<file path="src/rtl/frame_tx_pkg.sv">
package frame_tx_pkg;
  typedef enum logic [2:0] {
    ST_IDLE  = 3'd0,
    ST_START = 3'd1,
    ST_DATA  = 3'd2,
    ST_PAR   = 3'd3,
    ST_STOP  = 3'd4
  } tx_state_t;
endpackage

</file>
<file path="src/rtl/frame_tx_ctrl.sv">
module frame_tx_ctrl
  import frame_tx_pkg::*;
#(
  parameter int DATA_W = 8
) (
  input  logic clk_i,
  input  logic rst_i,
  input  logic load_i,
  input  logic bit_tick_i,
  output logic accept_o,
  output logic shift_o,
  output logic send_data_o,
  output logic send_par_o,
  output logic send_one_o,
  output logic finish_o
);
  localparam int CW = (DATA_W > 1) ? $clog2(DATA_W) : 1;
  localparam logic [CW-1:0] LAST = CW'(DATA_W - 1);

  tx_state_t       state_q, state_d;
  logic [CW-1:0]   idx_q, idx_d;
  logic            last_bit;

  assign last_bit = (idx_q == LAST);

  always_comb begin
    state_d     = state_q;
    idx_d       = idx_q;
    accept_o    = 1'b0;
    shift_o     = 1'b0;
    send_data_o = 1'b0;
    send_par_o  = 1'b0;
    send_one_o  = 1'b0;
    finish_o    = 1'b0;
    unique case (state_q)
      ST_IDLE: begin
        if (load_i) begin
          accept_o = 1'b1;
          state_d  = ST_START;
        end
      end
      ST_START: begin
        if (bit_tick_i) begin
          send_data_o = 1'b1;
          shift_o     = 1'b1;
          idx_d       = '0;
          state_d     = ST_DATA;
        end
      end
      ST_DATA: begin
        if (bit_tick_i) begin
          if (last_bit) begin
            send_par_o = 1'b1;
            state_d    = ST_PAR;
          end else begin
            send_data_o = 1'b1;
            shift_o     = 1'b1;
            idx_d       = idx_q + 1'b1;
          end
        end
      end
      ST_PAR: begin
        if (bit_tick_i) begin
          send_one_o = 1'b1;
          state_d    = ST_STOP;
        end
      end
      ST_STOP: begin
        if (bit_tick_i) begin
          send_one_o = 1'b1;
          finish_o   = 1'b1;
          state_d    = ST_IDLE;
        end
      end
      default: state_d = ST_IDLE;
    endcase
  end

  always_ff @(posedge clk_i) begin
    if (rst_i) begin
      state_q <= ST_IDLE;
      idx_q   <= '0;
    end else begin
      state_q <= state_d;
      idx_q   <= idx_d;
    end
  end
endmodule

</file>
<file path="src/rtl/frame_tx_shift.sv">
module frame_tx_shift #(
  parameter int DATA_W = 8
) (
  input  logic              clk_i,
  input  logic              rst_i,
  input  logic              capture_i,
  input  logic              shift_i,
  input  logic [DATA_W-1:0] word_i,
  output logic              head_o,
  output logic              parity_o
);
  logic [DATA_W-1:0] sh_q;
  logic              par_q;

  always_ff @(posedge clk_i) begin
    if (rst_i) begin
      sh_q  <= '0;
      par_q <= 1'b0;
    end else if (capture_i) begin
      sh_q  <= word_i;
      par_q <= ^word_i;
    end else if (shift_i) begin
      sh_q  <= {1'b0, sh_q[DATA_W-1:1]};
    end
  end

  assign head_o   = sh_q[0];
  assign parity_o = par_q;
endmodule

</file>
<file path="src/rtl/frame_tx_line.sv">
module frame_tx_line (
  input  logic clk_i,
  input  logic rst_i,
  input  logic accept_i,
  input  logic send_data_i,
  input  logic send_par_i,
  input  logic send_one_i,
  input  logic finish_i,
  input  logic head_i,
  input  logic parity_i,
  output logic line_o,
  output logic ready_o
);
  always_ff @(posedge clk_i) begin
    if (rst_i) begin
      line_o  <= 1'b1;
      ready_o <= 1'b1;
    end else if (accept_i) begin
      line_o  <= 1'b0;
      ready_o <= 1'b0;
    end else begin
      if (send_data_i) line_o <= head_i;
      if (send_par_i)  line_o <= parity_i;
      if (send_one_i)  line_o <= 1'b1;
      if (finish_i)    ready_o <= 1'b1;
    end
  end
endmodule

</file>
<file path="src/rtl/frame_tx.sv">
module frame_tx #(
  parameter int DATA_W = 8
) (
  input  logic              clk_i,
  input  logic              rst_i,
  input  logic              load_i,
  input  logic [DATA_W-1:0] word_i,
  input  logic              bit_tick_i,
  output logic              line_o,
  output logic              ready_o
);
  logic accept, shift, send_data, send_par, send_one, finish;
  logic head, parity;

  frame_tx_ctrl #(.DATA_W(DATA_W)) u_ctrl (
    .clk_i       (clk_i),
    .rst_i       (rst_i),
    .load_i      (load_i),
    .bit_tick_i  (bit_tick_i),
    .accept_o    (accept),
    .shift_o     (shift),
    .send_data_o (send_data),
    .send_par_o  (send_par),
    .send_one_o  (send_one),
    .finish_o    (finish)
  );

  frame_tx_shift #(.DATA_W(DATA_W)) u_shift (
    .clk_i     (clk_i),
    .rst_i     (rst_i),
    .capture_i (accept),
    .shift_i   (shift),
    .word_i    (word_i),
    .head_o    (head),
    .parity_o  (parity)
  );

  frame_tx_line u_line (
    .clk_i       (clk_i),
    .rst_i       (rst_i),
    .accept_i    (accept),
    .send_data_i (send_data),
    .send_par_i  (send_par),
    .send_one_i  (send_one),
    .finish_i    (finish),
    .head_i      (head),
    .parity_i    (parity),
    .line_o      (line_o),
    .ready_o     (ready_o)
  );
endmodule

</file>
<file path="config.mk">
export PLATFORM = sky130hd
export DESIGN_NAME = frame_tx
export DESIGN_NICKNAME = d
export VERILOG_FILES = /design/src/rtl/frame_tx_pkg.sv /design/src/rtl/frame_tx_ctrl.sv /design/src/rtl/frame_tx_shift.sv /design/src/rtl/frame_tx_line.sv /design/src/rtl/frame_tx.sv
export SDC_FILE = /design/constraint.sdc
export NUM_CORES = 1
export LEC_CHECK = 0
export BUFFER_PORTS_ARGS = -buffer_cell sky130_fd_sc_hd__buf_2
export CAP_MARGIN = 0
export CELL_PAD_IN_SITES_DETAIL_PLACEMENT = 1
export CELL_PAD_IN_SITES_GLOBAL_PLACEMENT = 1
export CORE_ASPECT_RATIO = 0.6
export CORE_MARGIN = 2
export CORE_UTILIZATION = 30
export CTS_BUF_LIST = sky130_fd_sc_hd__clkbuf_16
export DETAILED_ROUTE_END_ITERATION = 8
export GPL_TIMING_DRIVEN = 0
export PLACE_DENSITY = 0.7
export SYNTH_ARGS = -nofsm -noshare
export SYNTH_HDL_FRONTEND = slang
export SYNTH_SLANG_ARGS = --single-unit
</file>
<file path="constraint.sdc">
create_clock -name clk_i -period 4.75 [get_ports clk_i]
set_input_delay 0.7125 -clock clk_i [delete_from_list [all_inputs] [get_ports clk_i]]
set_output_delay 0.7125 -clock clk_i [all_outputs]
set_load 0.03 [all_outputs]
</file>
==> impl_summary.md <==
Floorplanning
The number of cell rows is 15. The floorplan die area is about 0.0037 sq mm. The die boundary height is approximately 48 um. The initial core utilization is 32.4%. The area inside the core boundary is slightly below 0.003 sq mm. The width of the chip is 77.1 um. During I/O placement, the number of pins put on the boundary was 14.

Global routing
The first-pass GRT wire length is 3670 um. The initial antenna violation count is 0. After global routing the overflow that remains totals 0. The via count of the first global-routing pass was 706. In the global route stage, overall resource usage came out at 13.2%. Entering global routing, the biggest net connects 11 pins.

Layout
In the layout the commonest cells are dfxtp_1, nor2_1, buf_2. For this run, the share of the core covered by cells in the final layout is around two fifths. The ratio of cells with drive above 1 in the final layout is 20.2%. The final antenna diode count is 0. The synthesis-to-layout area growth is 19.9%.

The summed area of non-filler cells in the final layout is 0.00115 sq mm. The multi-input logic area is 571 sq um. The number of nets at the end of the flow is between 100 and 150. The sequential cell area is 340 sq um. The number of standard cells in the final layout excluding fillers is between 150 and 200. The most common library cell in the layout ignoring fill and taps is dfxtp_1. The filler cell count in the final layout is 358.

Outcome
The flow ran to the end, and the final reports show no timing, DRC or antenna violations.

Detailed routing
The wire length per cell after detailed routing is 14.2 um. The number of iterations in the first detailed-routing pass is 4. The detailed-route DRC error count is 0. The violation count after the first detailed-route iteration is 32. The vias per cell is 4.95. The count of antenna-violating nets left after detailed routing is 0.

For this block, the via count after detailed routing is about 800. The total routed wirelength is 2280 um.

Timing
Across all setup checks in the final design, the least slack found is 2.75 ns. Setup repair after global routing left no endpoint under its margin. In the finished design, the share of the clock period the worst path needs comes to 42.0%. The final count of pins violating max slew came to 0. At the pin with the least slew margin, the transition time is 0.568 ns.

The final setup TNS is 0 ns. The final-report hold violation count came to 0. The minimum clock period is roughly 2 ns. The worst clock skew is 0.00274 ns. For this run, the top clock speed supported by timing is 501 MHz.

Headroom to the max-slew limit came out at 62.1%. Setup violations remaining at the end of the flow were counted as 0.

Worst setup path
The number of cells on the worst reg-to-reg path is 7. The master of the slowest instance on the critical path is clkbuf_1. Following the worst setup path forward leads to its endpoint at u_shift.sh_q[6].

The reg2reg setup slack is approximately 2.8 ns. The endpoint of the worst-slack reg-to-reg timing path is u_shift.sh_q[6]. Traced cell by cell, the critical path runs through buf_2 > clkbuf_1 > nand3b_1 > a31oi_4 > buf_6 > nor2_1 > a211oi_2.

The required time of the critical path is 4.92 ns. STA classifies the critical path endpoint as a flip-flop. Counting both buffers and inverters, the worst setup path holds a total of 3.

The critical-path maximum fanout is 10. The worst setup path category is primary input to flip-flop. The cell family contributing the most delay on the critical path is buffers and inverters. The worst setup path is launched from a primary input. The launching element of the worst setup path is bit_tick_i. Data arrives at the worst endpoint at 2.17 ns.

The launch point of the worst reg-to-reg path is u_ctrl.idx_q[0]. In this design, the stage delay of the slowest critical-path cell is between 0.3 and 0.4 ns. The number of cells on the critical path is 7.

Place
Port buffering added 12 buffers. After detailed placement, the total cell area comes to 0.00107 sq mm. The worst slack at placement is around 2.5 ns. After detailed placement, the design holds a cell count of around 160. The detailed placement HPWL is 1660 um.

The congestion estimate from routability-driven global placement came to ~0.76.

Synthesis
The post-synth net total is 118. The proportion of synthesized chip area in sequential cells is approximately 35%. The Yosys warning count is 0. The number of unique standard cell types used by synthesis is 34. The synthesized flop and latch total is 17.

In this run the cell area of the synthesized design comes to ~960 sq um. The number of synthesized flops with an enable pin is 0. The mean instance size in the synthesized netlist is 9.33 sq um. The most used flip-flop cell after synthesis is dfxtp_1.

The number of instances in the synthesized netlist is 103. After synthesis, the share of flip-flops with an asynchronous set or reset is 0%.

Clock tree
Once the clock tree was built, the resizer swapped 0 gates to a different size. The TritonCTS clock tree is yes. At the later pin of the worst-skew pair, clock insertion delay measures 0.25 ns. Clock tree synthesis selected as its root buffer the cell clkbuf_16. In this run the number of H-tree levels came out at 1. Once the clock tree was built, the setup fixing pass inserted 0 buffers. The clock net in this run drives a total of 17 sinks. The clock passes through at most 2 buffers.

For this design, the CTS-stage hold fixing added 0 buffers. The TritonCTS buffer count is 3. The clock edge transition at the registers on the reported setup and hold paths is 0.05 ns.

Power and ir drop
Per report_power, the sequential group accounts for 38.9% of the total. The clock share of power is 39.6%. The cell area power density is 370 mW/mm^2. The switching part of the total power is 27.3%. The static leakage power is 0.446 nW. Summed over all nets, the switching power comes to approximately 0.12 mW. The worst-case IR drop observed on VDD is 0.134 mV. In this run, the combinational gates consume 21.5% of the power.

The internal power component is 0.310 mW.

Worst hold path
The worst hold-check path type is flip-flop to flip-flop.

Job
The tool flagged a number of max-cap violations equal to 0.
-- final cells by class --
cell class,instances,area share [%]
Buffer,8,3.69
Multi-Input combinational cell,76,49.5
Tap cell,42,4.56
Clock inverter,1,0.326
Timing Repair Buffer,12,5.21
Sequential cell,17,29.5
Inverter,2,0.651
Clock buffer,3,6.51
-- metrics by stage --
| step | hold WS (ns) | power, mW |
|---|---|---|
| 2_1_floorplan | 0.449 | 0.237 |
| 3_3_place_gp | 0.463 | 0.256 |
| 3_5_place_dp | 0.495 | 0.260 |
| 4_1_cts | 0.503 | 0.431 |
| 5_1_grt | 0.526 | 0.450 |
| 6_report | 0.495 | 0.426 |
-- state kept, by name, indices dropped and copies added (netlist names) --
name / count
u_ctrl.state_q: 3
u_shift.sh_q: 8
u_line.ready_o: 1
u_ctrl.idx_q: 3
u_shift.parity_o: 1
u_line.line_o: 1
-- synthesized netlist by cell type (2+ instances only) --
cell        n  area share (%)
nor3b_1     2             1.6
nor2_1     14             5.5
a211oi_1    6             4.7
ha_1        3             3.9
nand4bb_1   2             2.3
a21oi_1     3             1.6
clkbuf_1    4             1.6
inv_1       2            0.78
mux2i_1     8             8.3
nand3b_1    2             1.6
o21ai_0     2             1.0
a22oi_1     2             1.6
nand2_1     5             2.0
nand2b_1    2             1.3
nor2b_1     3             2.0
xnor2_1     7             6.4
dfxtp_1    17              35
a211oi_2    3             3.9
-- how the worst min path moves through the flow --
stage                           end  depth (start not counted)  slack, ns            start
floorplan           u_shift.sh_q[7]                          2       0.45  u_shift.sh_q[7]
global placement    u_shift.sh_q[7]                          2       0.46  u_shift.sh_q[7]
detailed placement  u_shift.sh_q[3]                          2       0.50  u_shift.sh_q[3]
CTS                 u_shift.sh_q[3]                          2       0.50  u_shift.sh_q[3]
global route        u_shift.sh_q[4]                          2       0.53  u_shift.sh_q[4]
finish              u_shift.sh_q[7]                          2       0.49  u_shift.sh_q[7]
-- power by group through the flow --
stage / Combinational [mW] / Clock [mW] / Sequential (mW)
floorplan: 0.0661 / 0 / 0.171
global placement: 0.0881 / 0 / 0.168
detailed placement: 0.0915 / 0 / 0.169
CTS: 0.0920 / 0.173 / 0.166
global route: 0.100 / 0.182 / 0.168
finish: 0.0915 / 0.169 / 0.166
-- per-layer routing --
| layer | wire length, um | GRT usage (%) | up-vias | part of all wire (%) |
|---|---|---|---|---|
| li1 | - | - | 406 | - |
| met1 | 1280 | 19.0 | 378 | 56 |
| met2 | 913 | 19.1 | 13 | 40 |
| met3 | 87 | 4.15 | 0 | 3.8 |
| met4 | 0 | 3.21 | 0 | 0 |
| met5 | 0 | 0 | - | 0 |
-- kinds of logic (layout without fill, tap and decap cells) --
family	Yosys count	count (layout)	synth area share, %
simple gates	35	35	20.3
xor+xnor	7	7	6.38
buf+inv	10	26	5.21
mux	8	8	8.33
flops	17	17	35.4
fa+ha+maj	3	3	3.91
compound gates	23	23	20.4
-- worst min-delay path, stage by stage (launching register included) --
cell	delay, ns
dfxtp_1	0.31
nand2b_1	0.07
a21oi_1	0.06
(Power assumes the default switching activity.)
